File: src/rtl/tlv_walk_pkg.sv
package tlv_walk_pkg;

  // Outcome of decoding one record header
  typedef enum logic [2:0] {
    VD_ABSENT,
    VD_ERR,
    VD_END,
    VD_SKIP,
    VD_FREQ,
    VD_MBOX
  } verdict_e;

  typedef enum logic [2:0] {
    ST_IDLE,
    ST_HDR_RD,
    ST_HDR_WT,
    ST_PAY_RD,
    ST_PAY_WT
  } walk_state_e;

  localparam logic [14:0] TY_INVALID = 15'd0;
  localparam logic [14:0] TY_PAD     = 15'd1;
  localparam logic [14:0] TY_END     = 15'd2;
  localparam logic [14:0] TY_FREQ    = 15'd3;
  localparam logic [14:0] TY_MBOX    = 15'd4;

  localparam int HDR_BYTES = 4;

endpackage

File: src/rtl/tlv_hdr_decode.sv
module tlv_hdr_decode
  import tlv_walk_pkg::*;
#(
  parameter int SUM_W       = 18,
  parameter int SPACE_BYTES = 8192
) (
  input  logic [31:0]      hdr_i,
  input  logic             first_i,
  input  logic [SUM_W-1:0] pos_i,
  output verdict_e         verdict_o,
  output logic [SUM_W-1:0] next_pos_o
);

  logic        must_know;
  logic [14:0] rec_type;
  logic [15:0] rec_len;

  assign must_know  = hdr_i[31];
  assign rec_type   = hdr_i[30:16];
  assign rec_len    = hdr_i[15:0];
  assign next_pos_o = pos_i + SUM_W'(HDR_BYTES) + SUM_W'(rec_len);

  always_comb begin
    if (first_i && (hdr_i == 32'd0)) begin
      verdict_o = VD_ABSENT;
    end else if (rec_type == TY_INVALID) begin
      verdict_o = VD_ERR;
    end else if (rec_len[1:0] != 2'b00) begin
      verdict_o = VD_ERR;
    end else if (next_pos_o > SUM_W'(SPACE_BYTES)) begin
      verdict_o = VD_ERR;
    end else begin
      case (rec_type)
        TY_END:  verdict_o = VD_END;
        TY_FREQ: verdict_o = (rec_len == 16'd4) ? VD_FREQ : VD_ERR;
        TY_MBOX: verdict_o = VD_MBOX;
        TY_PAD:  verdict_o = VD_SKIP;
        default: verdict_o = must_know ? VD_ERR : VD_SKIP;
      endcase
    end
  end

endmodule

File: src/rtl/tlv_capture_regs.sv
module tlv_capture_regs #(
  parameter int              FREQ_W  = 32,
  parameter int              OFF_W   = 16,
  parameter int              LEN_W   = 16,
  parameter logic [OFF_W-1:0] DEF_OFF = 16'h1800,
  parameter logic [LEN_W-1:0] DEF_LEN = 16'h01F8
) (
  input  logic              clk,
  input  logic              rst_n,
  input  logic              clear_i,
  input  logic              freq_we_i,
  input  logic [FREQ_W-1:0] freq_d_i,
  input  logic              mbox_we_i,
  input  logic [OFF_W-1:0]  off_d_i,
  input  logic [LEN_W-1:0]  len_d_i,
  output logic [FREQ_W-1:0] freq_o,
  output logic [OFF_W-1:0]  off_o,
  output logic [LEN_W-1:0]  len_o
);

  logic [FREQ_W-1:0] freq_d;
  logic [OFF_W-1:0]  off_d;
  logic [LEN_W-1:0]  len_d;
  logic              cap_en;

  assign cap_en = clear_i | freq_we_i | mbox_we_i;

  always_comb begin
    freq_d = freq_o;
    off_d  = off_o;
    len_d  = len_o;
    if (clear_i) begin
      freq_d = '0;
      off_d  = DEF_OFF;
      len_d  = DEF_LEN;
    end else begin
      if (freq_we_i) freq_d = freq_d_i;
      if (mbox_we_i) begin
        off_d = off_d_i;
        len_d = len_d_i;
      end
    end
  end

  always_ff @(posedge clk or negedge rst_n) begin
    if (!rst_n) begin
      freq_o <= '0;
      off_o  <= DEF_OFF;
      len_o  <= DEF_LEN;
    end else if (cap_en) begin
      freq_o <= freq_d;
      off_o  <= off_d;
      len_o  <= len_d;
    end
  end

endmodule

File: src/rtl/tlv_walker.sv
module tlv_walker
  import tlv_walk_pkg::*;
#(
  parameter int SPACE_BYTES  = 8192,
  parameter int LIST_BASE    = 'h58,
  parameter int MBOX_DEF_OFF = 'h1800,
  parameter int MBOX_DEF_LEN = 'h1F8
) (
  input  logic        clk,
  input  logic        rst_n,
  input  logic        start_i,
  output logic        busy_o,
  output logic        done_o,
  output logic        err_o,
  output logic        mem_rd_en_o,
  output logic [$clog2(SPACE_BYTES)-3:0] mem_addr_o,
  input  logic [31:0] mem_rdata_i,
  output logic [31:0] freq_o,
  output logic [15:0] mbox_off_o,
  output logic [15:0] mbox_len_o
);

  localparam int BYTE_W = $clog2(SPACE_BYTES);
  localparam int WA_W   = BYTE_W - 2;
  localparam int SUM_W  = ((BYTE_W > 16) ? BYTE_W : 16) + 2;

  walk_state_e      state_q, state_d;
  logic [SUM_W-1:0] pos_q, pos_d;
  logic             first_q, first_d;
  logic             done_q, done_d;
  logic             err_q, err_d;
  logic             clear, freq_we, mbox_we;
  verdict_e         verdict;
  logic [SUM_W-1:0] next_pos;

  tlv_hdr_decode #(
    .SUM_W       (SUM_W),
    .SPACE_BYTES (SPACE_BYTES)
  ) u_dec (
    .hdr_i      (mem_rdata_i),
    .first_i    (first_q),
    .pos_i      (pos_q),
    .verdict_o  (verdict),
    .next_pos_o (next_pos)
  );

  tlv_capture_regs #(
    .FREQ_W  (32),
    .OFF_W   (16),
    .LEN_W   (16),
    .DEF_OFF (16'(MBOX_DEF_OFF)),
    .DEF_LEN (16'(MBOX_DEF_LEN))
  ) u_cap (
    .clk       (clk),
    .rst_n     (rst_n),
    .clear_i   (clear),
    .freq_we_i (freq_we),
    .freq_d_i  (mem_rdata_i),
    .mbox_we_i (mbox_we),
    .off_d_i   (16'(pos_q + SUM_W'(HDR_BYTES))),
    .len_d_i   (mem_rdata_i[15:0]),
    .freq_o    (freq_o),
    .off_o     (mbox_off_o),
    .len_o     (mbox_len_o)
  );

  always_comb begin
    state_d     = state_q;
    pos_d       = pos_q;
    first_d     = first_q;
    done_d      = 1'b0;
    err_d       = 1'b0;
    clear       = 1'b0;
    freq_we     = 1'b0;
    mbox_we     = 1'b0;
    mem_rd_en_o = 1'b0;
    mem_addr_o  = pos_q[BYTE_W-1:2];
    case (state_q)
      ST_IDLE: begin
        if (start_i) begin
          clear   = 1'b1;
          pos_d   = SUM_W'(LIST_BASE);
          first_d = 1'b1;
          state_d = ST_HDR_RD;
        end
      end
      ST_HDR_RD: begin
        if (pos_q > SUM_W'(SPACE_BYTES - HDR_BYTES)) begin
          state_d = ST_IDLE;
          done_d  = 1'b1;
          err_d   = 1'b1;
        end else begin
          mem_rd_en_o = 1'b1;
          state_d     = ST_HDR_WT;
        end
      end
      ST_HDR_WT: begin
        first_d = 1'b0;
        case (verdict)
          VD_ABSENT, VD_END: begin
            state_d = ST_IDLE;
            done_d  = 1'b1;
          end
          VD_SKIP: begin
            pos_d   = next_pos;
            state_d = ST_HDR_RD;
          end
          VD_MBOX: begin
            mbox_we = 1'b1;
            pos_d   = next_pos;
            state_d = ST_HDR_RD;
          end
          VD_FREQ: state_d = ST_PAY_RD;
          default: begin
            state_d = ST_IDLE;
            done_d  = 1'b1;
            err_d   = 1'b1;
          end
        endcase
      end
      ST_PAY_RD: begin
        mem_rd_en_o = 1'b1;
        mem_addr_o  = pos_q[BYTE_W-1:2] + WA_W'(1);
        state_d     = ST_PAY_WT;
      end
      ST_PAY_WT: begin
        freq_we = 1'b1;
        pos_d   = pos_q + SUM_W'(2 * HDR_BYTES);
        state_d = ST_HDR_RD;
      end
      default: state_d = ST_IDLE;
    endcase
  end

  always_ff @(posedge clk or negedge rst_n) begin
    if (!rst_n) begin
      state_q <= ST_IDLE;
      pos_q   <= '0;
      first_q <= 1'b0;
      done_q  <= 1'b0;
      err_q   <= 1'b0;
    end else begin
      state_q <= state_d;
      pos_q   <= pos_d;
      first_q <= first_d;
      done_q  <= done_d;
      err_q   <= err_d;
    end
  end

  assign busy_o = (state_q != ST_IDLE);
  assign done_o = done_q;
  assign err_o  = err_q;

endmodule

File: config.mk
export PLATFORM = sky130hd
export DESIGN_NAME = tlv_walker
export DESIGN_NICKNAME = d
export VERILOG_FILES = /design/src/rtl/tlv_walk_pkg.sv /design/src/rtl/tlv_hdr_decode.sv /design/src/rtl/tlv_capture_regs.sv /design/src/rtl/tlv_walker.sv
export SDC_FILE = /design/constraint.sdc
export NUM_CORES = 1
export LEC_CHECK = 0
export ABC_AREA = 1
export ABC_CLOCK_PERIOD_IN_PS = 2900
export BUFFER_PORTS_ARGS = -buffer_cell sky130_fd_sc_hd__buf_2
export CELL_PAD_IN_SITES_DETAIL_PLACEMENT = 1
export CELL_PAD_IN_SITES_GLOBAL_PLACEMENT = 1
export CORE_ASPECT_RATIO = 0.75
export CORE_MARGIN = 2
export CORE_UTILIZATION = 36
export DETAILED_ROUTE_END_ITERATION = 8
export PLACE_DENSITY = 0.79
export REMOVE_ABC_BUFFERS = 1
export SLEW_MARGIN = 5
export SYNTH_ARGS = -nofsm -noshare
export SYNTH_HDL_FRONTEND = slang
export SYNTH_SLANG_ARGS = --single-unit
File: constraint.sdc
create_clock -name clk -period 2.9 [get_ports clk]
set_input_delay 0.58 -clock clk [delete_from_list [all_inputs] [get_ports clk]]
set_output_delay 0.58 -clock clk [all_outputs]
set_load 0.1 [all_outputs]
Word-level counts from Yosys, hierarchy flattened
Index checks and enable logic that the tools add are counted.
W data, S select, Z words.
- flip-flop bits (word level): 88
- input bits: 35
- output and inout bits: 79
- word-level logic and storage cells: 84
- add/subtract/negate cells: 4
- order comparisons: 2
- eq/ne operators: 15
- mux-type cells: 35
- bitwise gates (word level): 2
- reductions and logical operators: 18
- operator list (operator ; count):
    $mux W16 ; 4
    $mux W32 ; 2
    $pmux W18 S3 ; 1
    $mux W18 ; 2
    $logic_not A32 Y1 ; 1
    $eq A15 B2 Y1 const B ; 2
    $add A18 B16 Y18 ; 1
    $add A18 B3 Y18 const B ; 1
    $add A18 B4 Y18 const B ; 1
    $gt A18 B13 Y1 const B ; 1
    $gt A18 B14 Y1 const B ; 1
    $mux W3 ; 6
    $eq A16 B3 Y1 const B ; 1
    $eq A15 B1 Y1 const B ; 1
    $eq A15 B3 Y1 const B ; 1
    $logic_not A15 Y1 ; 1
    $pmux W3 S5 ; 1
    $eq A3 B2 Y1 const B ; 4
    $pmux W3 S4 ; 1
    $add A11 B1 Y11 const B ; 1
    $mux W11 ; 1
    $mux W1 ; 10
    $eq A3 B3 Y1 const B ; 3
    $pmux W1 S2 ; 4
    14 further kinds ; 24

Logic depth before layout (Yosys ltp)
Gate-level depths: netlist (run 1).
- depth after elaboration: 12
- gate-level depth with buffers: 30
- gate-level depth less buffers: 29

By module
From an unflattened synthesis (run 1), not the netlist that was laid out.
- cell total of the unflattened synthesis: 862
- area, all modules: 6070.8 sq um
- modules (own cells, without submodules) (module ; instances ; cells an instance ; area each (sq um)):
    tlv_capture_regs ; 1 ; 280 ; 2611.3
    tlv_walker ; 1 ; 295 ; 1889.3
    tlv_hdr_decode ; 1 ; 287 ; 1570.3

Worst setup path after synthesis (run 1)
No wires, ideal clock.
- path kind: reg-to-output
- start point: reg pos_q[3]
- end point: out mem_addr_o[8]
- arrival time: 3335 ps
- setup slack: -1015 ps
- stages on the path, launching flop included: 10
- buffers on the path: 0
- path through: dfrtp_1 -> ha_1 -> nand3_1 -> nor2_2 -> nand2_1 -> inv_1 -> nand2_1 -> nand2_1 -> o21ai_0 -> o21ai_0
- cells in the longest elaborated chain, start to end: 2
- RTL lines (element ; RTL line ; text):
    from (decl) ; tlv_walker.sv:28 ; logic [SUM_W-1:0] pos_q, pos_d;
    from (signal assigned) ; tlv_walker.sv:144 ; pos_q <= pos_d;
    $add A11 B1 Y11 ; tlv_walker.sv:123 ; mem_addr_o = pos_q[BYTE_W-1:2] + WA_W'(1);
    $mux W11 ; tlv_walker.sv:78 ; case (state_q)
    to (decl) ; tlv_walker.sv:16 ; output logic [$clog2(SPACE_BYTES)-3:0] mem_addr_o,
Every way passes these cells.

Worst setup path in the final report (run 1)
- start point: reg pos_q[4]
- end point: reg u_cap.off_o[0]
- cells in the longest elaborated chain, start to end: 12
- RTL lines (element ; RTL line ; text):
    $add A18 B3 Y18 * ; n/a ;
    $add A18 B16 Y18 * ; tlv_hdr_decode.sv:21 ; assign next_pos_o = pos_i + SUM_W'(HDR_BYTES) + SUM_W'(rec_len);
    $gt A18 B14 Y1 * ; tlv_hdr_decode.sv:30 ; end else if (next_pos_o > SUM_W'(SPACE_BYTES)) begin
    $mux W3 * ; tlv_hdr_decode.sv:30 ;
    $mux W3 * ; tlv_hdr_decode.sv:28 ; end else if (rec_len[1:0] != 2'b00) begin
    $mux W3 * ; tlv_hdr_decode.sv:26 ; end else if (rec_type == TY_INVALID) begin
    $mux W3 * ; tlv_hdr_decode.sv:24 ; if (first_i && (hdr_i == 32'd0)) begin
    $eq A3 B3 Y1 * ; tlv_walker.sv:99 ; case (verdict)
    $mux W1 * ; tlv_walker.sv:99 ;
    $mux W1 * ; tlv_walker.sv:78 ;
    $reduce_bool A2 Y1 (no line) or $or A1 B1 Y1 (tied branches) ; n/a ;
    $reduce_and A2 Y1 (no line) * ; n/a ;
    to (signal assigned) ; tlv_capture_regs.sv:48 ; off_o <= DEF_OFF;
    to (signal assigned) ; tlv_capture_regs.sv:52 ; off_o <= off_d;
    to (decl) ; tlv_capture_regs.sv:17 ; output logic [OFF_W-1:0] off_o,
Every way passes the cells marked *; elsewhere a longest branch is shown, timed or not.
A chain may end at the register's enable or synchronous reset.

==> results of run 1 <==
registers in the layout (all words and copies together), names as in the netlist:
name / cells
state_q: 3
done_o: 1
u_cap.off_o: 16
err_o: 1
u_cap.freq_o: 32
pos_q: 18
u_cap.len_o: 16
first_q: 1
critical path: cells and delay by family, from the launching register on:
kind                       cells  cell delay [ns]
and+or+nand+nor               16             1.87
buffers and inverters          7             0.76
adders and majority gates      2             0.57
DFF                            1             0.42
xor gates and xnor gates       1             0.24
synthesized netlist by cell type, drive strengths merged:
library cell  count
dfrtp            80
o22ai             2
inv             112
a32o              1
xor2             15
a31oi             2
clkbuf           13
nor4              2
nand2           310
nand3b            8
buf              15
a22o              6
o21ai            49
fa                1
o32ai             1
xnor2             1
nor3             18
o31ai             2
nand4            13
nand3            91
or2               3
a21oi            14
o211ai            5
ha               20
dfstp             8
a21o              1
nor2             62
and2              2
layer usage:
layer | vias to the layer above | GRT usage
met4 | 0 | 0.103
met1 | 3726 | 0.407
li1 | 3237 | -
met2 | 454 | 0.508
met3 | 154 | 0.0665
met5 | - | 0
worst max path at each step:
| stage | depth (start not counted) | endpoint |
|---|---|---|
| after floorplan | 3 | mem_addr_o[7] |
| after global placement | 24 | u_cap.off_o[8]$_DFFE_PN0P_ |
| after detailed placement | 25 | u_cap.len_o[3]$_DFFE_PN1P_ |
| after CTS | 25 | u_cap.len_o[15]$_DFFE_PN0P_ |
| after global routing | 26 | u_cap.off_o[0]$_DFFE_PN0P_ |
| final | 26 | u_cap.off_o[0]$_DFFE_PN0P_ |
metrics by stage:
step | std cells | power (W) | hold WS, ns | TNS [ns] | cell area [um2]
floorplan | 829 | 0.00646 | 0.284 | -32.15 | 5730
global placement | 1279 | 0.00883 | 0.407 | -41.57 | 7700
detailed placement | 1279 | 0.00898 | 0.407 | -49.68 | 7700
CTS | 1320 | 0.0105 | 0.0279 | -34.64 | 8590
global route | 1329 | 0.0117 | 0.0247 | -54.46 | 9060
finish | 1329 | 0.0114 | 0.0251 | -49.83 | 9060
cell usage in the layout (no fill, tap or decap), types with 6 or more instances in the layout:
cell type	instances
buf_2	101
ha_1	6
clkbuf_16	10
buf_4	142
nor2_1	41
dfstp_2	8
nor3_1	10
ha_4	12
buf_12	13
inv_1	105
nor2_2	14
buf_6	12
nand2_4	11
nand3_4	8
dfrtp_1	79
nor2_4	7
nand2_1	263
o21ai_0	43
nor3_2	6
nand3_2	7
xor2_2	6
nand4_1	13
xor2_1	7
a22o_1	6
nand2_2	35
nand3_1	76
nand3b_1	8
a21oi_1	9
area by class of cell:
cell class,instances,share of cell area
Multi-Input combinational cell,630,0.418
Sequential cell,88,0.244
Timing Repair Buffer,273,0.230
Inverter,112,0.0472
Tap cell,210,0.0290
Clock buffer,10,0.0264
Clock inverter,6,0.00566
cell families after synthesis:
kind of cell | Yosys count | share of synthesized area
DFF | 88 | 0.377
AOI/OAI and AO/OA | 83 | 0.0804
buffers and inverters | 140 | 0.0958
xor gates and xnor gates | 16 | 0.0239
and+or+nand+nor | 509 | 0.377
adders and majority gates | 21 | 0.0461
power by group:
part	leakage (nW)	internal [W]	switching (W)
Combinational	3.57	0.00233	0.00592
Sequential	1.17	0.00163	0.000293
Clock	0.145	0.000620	0.000582
what timing repair did:
item | in CTS | in global routing
buffers inserted | 20 | 10
setup endpoints to repair | 57 | 60
gates resized for setup | 78 | 93
pin swaps | 36 | 49
gates cloned | 6 | 1
==> summary.txt, run 1 <==
Drt
  • Metal-1 WL: 12400 um
  • Post-Route WL: 32200 um
  • Top sig layer: met4
  • Routed vias/inst: between 5 and 6
  • DR WL met3: between 3000 and 4000 um
  • Initial DRC count: about 630
  • Antenna Nets Post-Route: 0
  • Routed met2 length: ~15000 um
  • First-pass DRT Iterations: 9
  • Post-DR wirelength/cell: 24.2 um
  • DRC: 0
  • Via Count: around 7600

Setup path
  • Crit end category: flip-flop
  • Reg2Reg Depth: 26
  • Crit path launch type: flip-flop
  • Worst reg2reg endpoint: u_cap.off_o[0]$_DFFE_PN0P_
  • CP Max Fanout: 5
  • Worst Path Arrival: ~4.3 ns
  • Flop2flop setup slack: -1.07 ns
  • Critical path startpoint: pos_q[4]$_DFFE_PN0P_
  • Critical Path Max Stage Delay: about 0.42 ns
  • Reg2reg start: pos_q[4]$_DFFE_PN0P_
  • Crit path required time: roughly 3.2 ns
  • CP max-delay cell: dfrtp_1
  • Critical path's most frequent cell: nand2_1
  • Crit Path Class: reg2reg

Logic synthesis
  • Syn_area_per_cell: roughly 7 um2
  • Count of different cell masters after synthesis: 39
  • Synth Register Bits: 88
  • Register area share after synthesis: 0.377
  • Gate Count Post-Synth: between 800 and 900
  • Synth top area cells: dfrtp_1, nand2_1, nand3_1
  • Post-synth top area share: 0.341
  • Most area-hungry cell type in the Yosys netlist: dfrtp_1
  • Mapped Area: approximately 5900 um2
  • Synth Warn #: 0

Clock network
  • Clock Latency Late Sink: approximately 0.36 ns
  • Inserted Clock Buffers: 9
  • H-tree Lvls: 3
  • CTS root buffer: clkbuf_16
  • Longest Clk Path Bufs: 2
  • Clock transition at path regs: approximately 0.08 ns
  • CTS tree: done
  • Hold Buf Count CTS: 0
  • Num Clock Sinks: 88

Placed design
  • Input/output buffers: 113
  • Gp weighted congestion: approximately 0.94
  • Final HPWL DP: between 15000 and 20000 um
  • Worst slack, placed: -0.970 ns

Timing
  • Final setup violation count: 58
  • Worst Max-Slew Pin Slew: between 0.7 and 0.8 ns
  • Hold Fails Final Rpt: 0
  • Clock skew: between 0.01 and 0.015 ns
  • RSZ-0062 raised after global routing: yes
  • Worst slew margin: 0.470
  • Fmax: 252 MHz
  • Final setup margin: -1.07 ns
  • Slew Viols, Final: 0
  • Min Tclk post-route: between 3 and 4 ns
  • Fin crit share: 1.37

Pwr
  • Maximum vdd drop: ~0.55 mV
  • Lkg Pwr: about 4.9 nW
  • PwrDens: approximately 1300 nW/um2

Global routing
  • Vias in the first global route: 7340
  • Grt ovf: 0
  • Pin count of the biggest net entering global routing: 83
  • Global-route wire length before repair: between 40000 and 50000 um
  • Initial antenna violation count: 0
  • All-Layer GR Usage: 0.310

Layout
  • Multi-input combinational cell area: about 3800 um2
  • Diode count: 0
  • Share of cells above drive strength 1: 0.386
  • Register area: around 2200 um2
  • # fillers: between 1500 and 2000
  • Synthesis-to-layout area growth: 54.5%
  • Layout Nets: approximately 1200
  • Layout Utilization: 0.568

Outcome
  • Status: finished with violations
  • Failing checks: negative setup slack

Floorplan
  • Die area: around 17000 um2
  • Row cnt: 40
  • Initial core utilization: 0.367
  • Core ar.: around 16000 um2
  • Height of the die: about 110 um
  • Die W: 151 um
  • IO Pins: 114

Hold path
  • Min-delay worst type: in2async

Flow run
  • Maxcap violations: 0
(Power assumes the default switching activity.)
==> run 2: changes to the inputs <==
--- a/config.mk
+++ b/config.mk
@@ -15,6 +15,7 @@
 export CORE_UTILIZATION = 36
 export DETAILED_ROUTE_END_ITERATION = 8
 export PLACE_DENSITY = 0.79
+export RECOVER_POWER = 25
 export REMOVE_ABC_BUFFERS = 1
 export SLEW_MARGIN = 5
 export SYNTH_ARGS = -nofsm -noshare
==> run 2 against run 1 <==
  * The run ends with max-capacitance violations, max-slew violations, negative setup slack left
  * Sequential share of layout area up 0.051 points
  * Utilization decreased by 0.12 points
  * Routed wire length about the same
  * Die area unchanged
  * Sequential cell count unchanged
  * Cell count did not move
  * Design area decreased by 0.21%
  * Critical path type unchanged
  * Largest power group unchanged
==> summary.txt, run 2 (synthesized netlist as in run 1, its figures left out) <==
Outcome
  • Status: finished with violations (unchanged)
  • Failing checks: max-capacitance violations, max-slew violations, negative setup slack (was negative setup slack)

Timing
  • Fmax: 251 MHz (was 252 MHz)
  • RSZ-0062 raised after global routing: yes (unchanged)
  • Worst Max-Slew Pin Slew: 2.13 ns (was 0.794 ns)
  • Hold Fails Final Rpt: 0 (unchanged)
  • Worst slew margin: -0.418 (was 0.470)
  • Slew Viols, Final: 83 (was 0)
  • Fin crit share: 1.37 (about the same)
  • Sum Neg Setup Slack: -49.78 ns (was -49.83 ns)
  • Clock skew: 0.0118 ns (was 0.0108 ns)
  • Min Tclk post-route: 3.98 ns (was 3.97 ns)
  • Final setup margin: -1.08 ns (was -1.07 ns)
  • Final setup violation count: 58 (unchanged)

Pwr
  • Clock group share of total power: 0.106 (about the same)
  • Sequential power share: 0.169 (about the same)
  • Internal power: 0.00457 W (was 0.00458 W)
  • Lkg Pwr: 4.88 nW (was 4.89 nW)
  • P_sw: 0.00680 W (was 0.00679 W)
  • Comb pwr share: 0.725 (about the same)
  • Maximum vdd drop: 0.546 mV (was 0.547 mV)
  • Switching share of power: 0.598 (was 0.597)
  • PwrDens: 1260 nW/um2 (was 1250 nW/um2)
  • Power Total: 0.0114 W (about the same)

Placed design
  • Final HPWL DP: 18300 um (unchanged)
  • Input/output buffers: 113 (unchanged)
  • Gp weighted congestion: 0.944 (unchanged)
  • Placed instance area: 7700 um2 (unchanged)

Drt
  • Antenna Nets Post-Route: 0 (unchanged)
  • Post-DR wirelength/cell: 24.2 um (about the same)
  • Initial DRC count: 697 (was 628)
  • DRC: 0 (unchanged)
  • Via Count: 7608 (was 7571)
  • Post-Route WL: 32100 um (was 32200 um)
  • First-pass DRT Iterations: 6 (was 9)
  • Routed vias/inst: 5.72 (was 5.70)

Layout
  • Share of cells above drive strength 1: 0.385 (was 0.386)
  • Commonest non-fill, non-tap cell in the layout: nand2_1 (unchanged)
  • Register name with the most flops: u_cap.freq_o (unchanged)
  • Most frequent cells in the layout: nand2_1, buf_4, inv_1, buf_2, dfrtp_1 (unchanged)
  • Diode count: 0 (unchanged)
  • # fillers: 1990 (was 1987)
  • Layout Nets: 1170 (unchanged)
  • Max reg flops: 32 (unchanged)
  • Largest regs: u_cap.freq_o: 32 flops, pos_q: 18 flops (unchanged)
  • Synthesis-to-layout area growth: 54.2% (was 54.5%)
  • Cell area after layout: 9040 um2 (was 9060 um2)

Clock network
  • Num Clock Sinks: 88 (unchanged)
  • Hold Buf Count CTS: 0 (unchanged)
  • H-tree Lvls: 3 (unchanged)
  • Clock transition at path regs: 0.08 ns (about the same)
  • CTS root buffer: clkbuf_16 (unchanged)
  • Longest Clk Path Bufs: 2 (unchanged)
  • Inserted Clock Buffers: 9 (unchanged)
  • CTS tree: done (unchanged)
  • Clock Latency Late Sink: 0.36 ns (about the same)

Flow run
  • Maxcap violations: 1 (was 0)

Setup path
  • Crit path launch type: flip-flop (unchanged)
  • Flop2flop setup slack: -1.08 ns (was -1.07 ns)
  • Worst reg2reg endpoint: u_cap.off_o[0]$_DFFE_PN0P_ (unchanged)
  • Reg2reg start: pos_q[4]$_DFFE_PN0P_ (unchanged)
  • Crit path required time: 3.19 ns (about the same)
  • Worst Path Arrival: 4.26 ns (about the same)
  • Crit end category: flip-flop (unchanged)
  • Worst setup path endpoint: u_cap.off_o[0]$_DFFE_PN0P_ (unchanged)
  • Reg2Reg Depth: 26 (unchanged)
  • CP Max Fanout: 5 (unchanged)
  • Crit Path Class: reg2reg (unchanged)
  • Critical path startpoint: pos_q[4]$_DFFE_PN0P_ (unchanged)

Floorplan
  • Die area: 17300 um2 (unchanged)
  • Height of the die: 115 um (unchanged)
  • IO Pins: 114 (unchanged)
  • Core ar.: 16000 um2 (unchanged)
  • Die W: 151 um (unchanged)
  • Row cnt: 40 (unchanged)
  • Initial core utilization: 0.367 (unchanged)

Global routing
  • Grt ovf: 0 (unchanged)
  • Initial antenna violation count: 0 (unchanged)
  • All-Layer GR Usage: 0.310 (unchanged)
  • Global-route wire length before repair: 40400 um (unchanged)
  • Pin count of the biggest net entering global routing: 83 (unchanged)
  • Vias in the first global route: 7340 (unchanged)

Hold path
  • Min-delay worst type: in2async (unchanged)
run 2: cell types whose count changed in the layout (fill, tap and decap cells not counted), sizes merged:
cell,delta
buf,-2
clkbuf,+2
run 2: power groups by stage:
stage	Clock (W)	Combinational, W	Sequential [W]
after floorplan	0	0.00264	0.00381
after global placement	0	0.00698	0.00185
after detailed placement	0	0.00710	0.00188
after CTS	0.00116	0.00744	0.00186
after global routing	0.00124	0.00855	0.00194
final	0.00120	0.00824	0.00192
run 2: cell type report:
class / count / area, um2 / area share
Sequential cell: 88 / 2210 / 0.245
Tap cell: 210 / 263 / 0.0290
Inverter: 112 / 428 / 0.0473
Timing Repair Buffer: 273 / 2060 / 0.228
Clock inverter: 6 / 51.3 / 0.00567
Clock buffer: 10 / 239 / 0.0264
Multi-Input combinational cell: 630 / 3790 / 0.419
run 2: critical path, stage by stage (launching register included):
cell and delay [ns]:
dfrtp_1 0.43, ha_2 0.24, nand2_2 0.09, nor2_4 0.19, nand3_4 0.13, xor2_2 0.24, inv_2 0.08, ha_4 0.33
nand2_1 0.09, nand2_2 0.09, inv_1 0.04, nand2_1 0.10, inv_1 0.05, nand3_1 0.13, nand2_1 0.08, inv_1 0.07
nor2_2 0.05, nor2_1 0.15, nand3_2 0.13, nand2_4 0.14, nand3_4 0.12, buf_6 0.15, nor3_4 0.17, buf_6 0.19
clkbuf_16 0.17, nand2_1 0.09, nand2_1 0.13
run 2: worst min-delay path by stage:
stage	from	end	slack (ns)	depth (start not counted)
2_1_floorplan	rst_n	done_o$_DFF_PN0_	0.28	0
3_3_place_gp	rst_n	u_cap.freq_o[18]$_DFFE_PN0P_	0.41	1
3_5_place_dp	rst_n	u_cap.freq_o[16]$_DFFE_PN0P_	0.41	1
4_1_cts	rst_n	u_cap.freq_o[16]$_DFFE_PN0P_	0.03	1
5_1_grt	rst_n	u_cap.freq_o[16]$_DFFE_PN0P_	0.13	1
6_report	rst_n	u_cap.freq_o[16]$_DFFE_PN0P_	0.11	1
run 2: what timing repair did:
action,in CTS,in global routing
pin swaps,36,49
resized for setup,78,93
cloned,6,1
endpoints found under the setup margin,57,60
buffers inserted,20,10
run 2: per-stage QoR:
step | utilization | instances | hold slack, ns | setup slack [ns]
floorplan | - | 829 | 0.284 | -1.30
global placement | 0.482 | 1279 | 0.407 | -0.843
detailed placement | 0.482 | 1279 | 0.407 | -0.970
CTS | 0.538 | 1320 | 0.0279 | -0.692
global route | 0.567 | 1329 | 0.126 | -1.14
finish | 0.567 | 1329 | 0.110 | -1.08
run 2: layer usage:
layer,global-route usage,share of wire
met1,0.407,0.39
met2,0.508,0.46
met3,0.0665,0.091
met4,0.103,0.056
met5,0,0
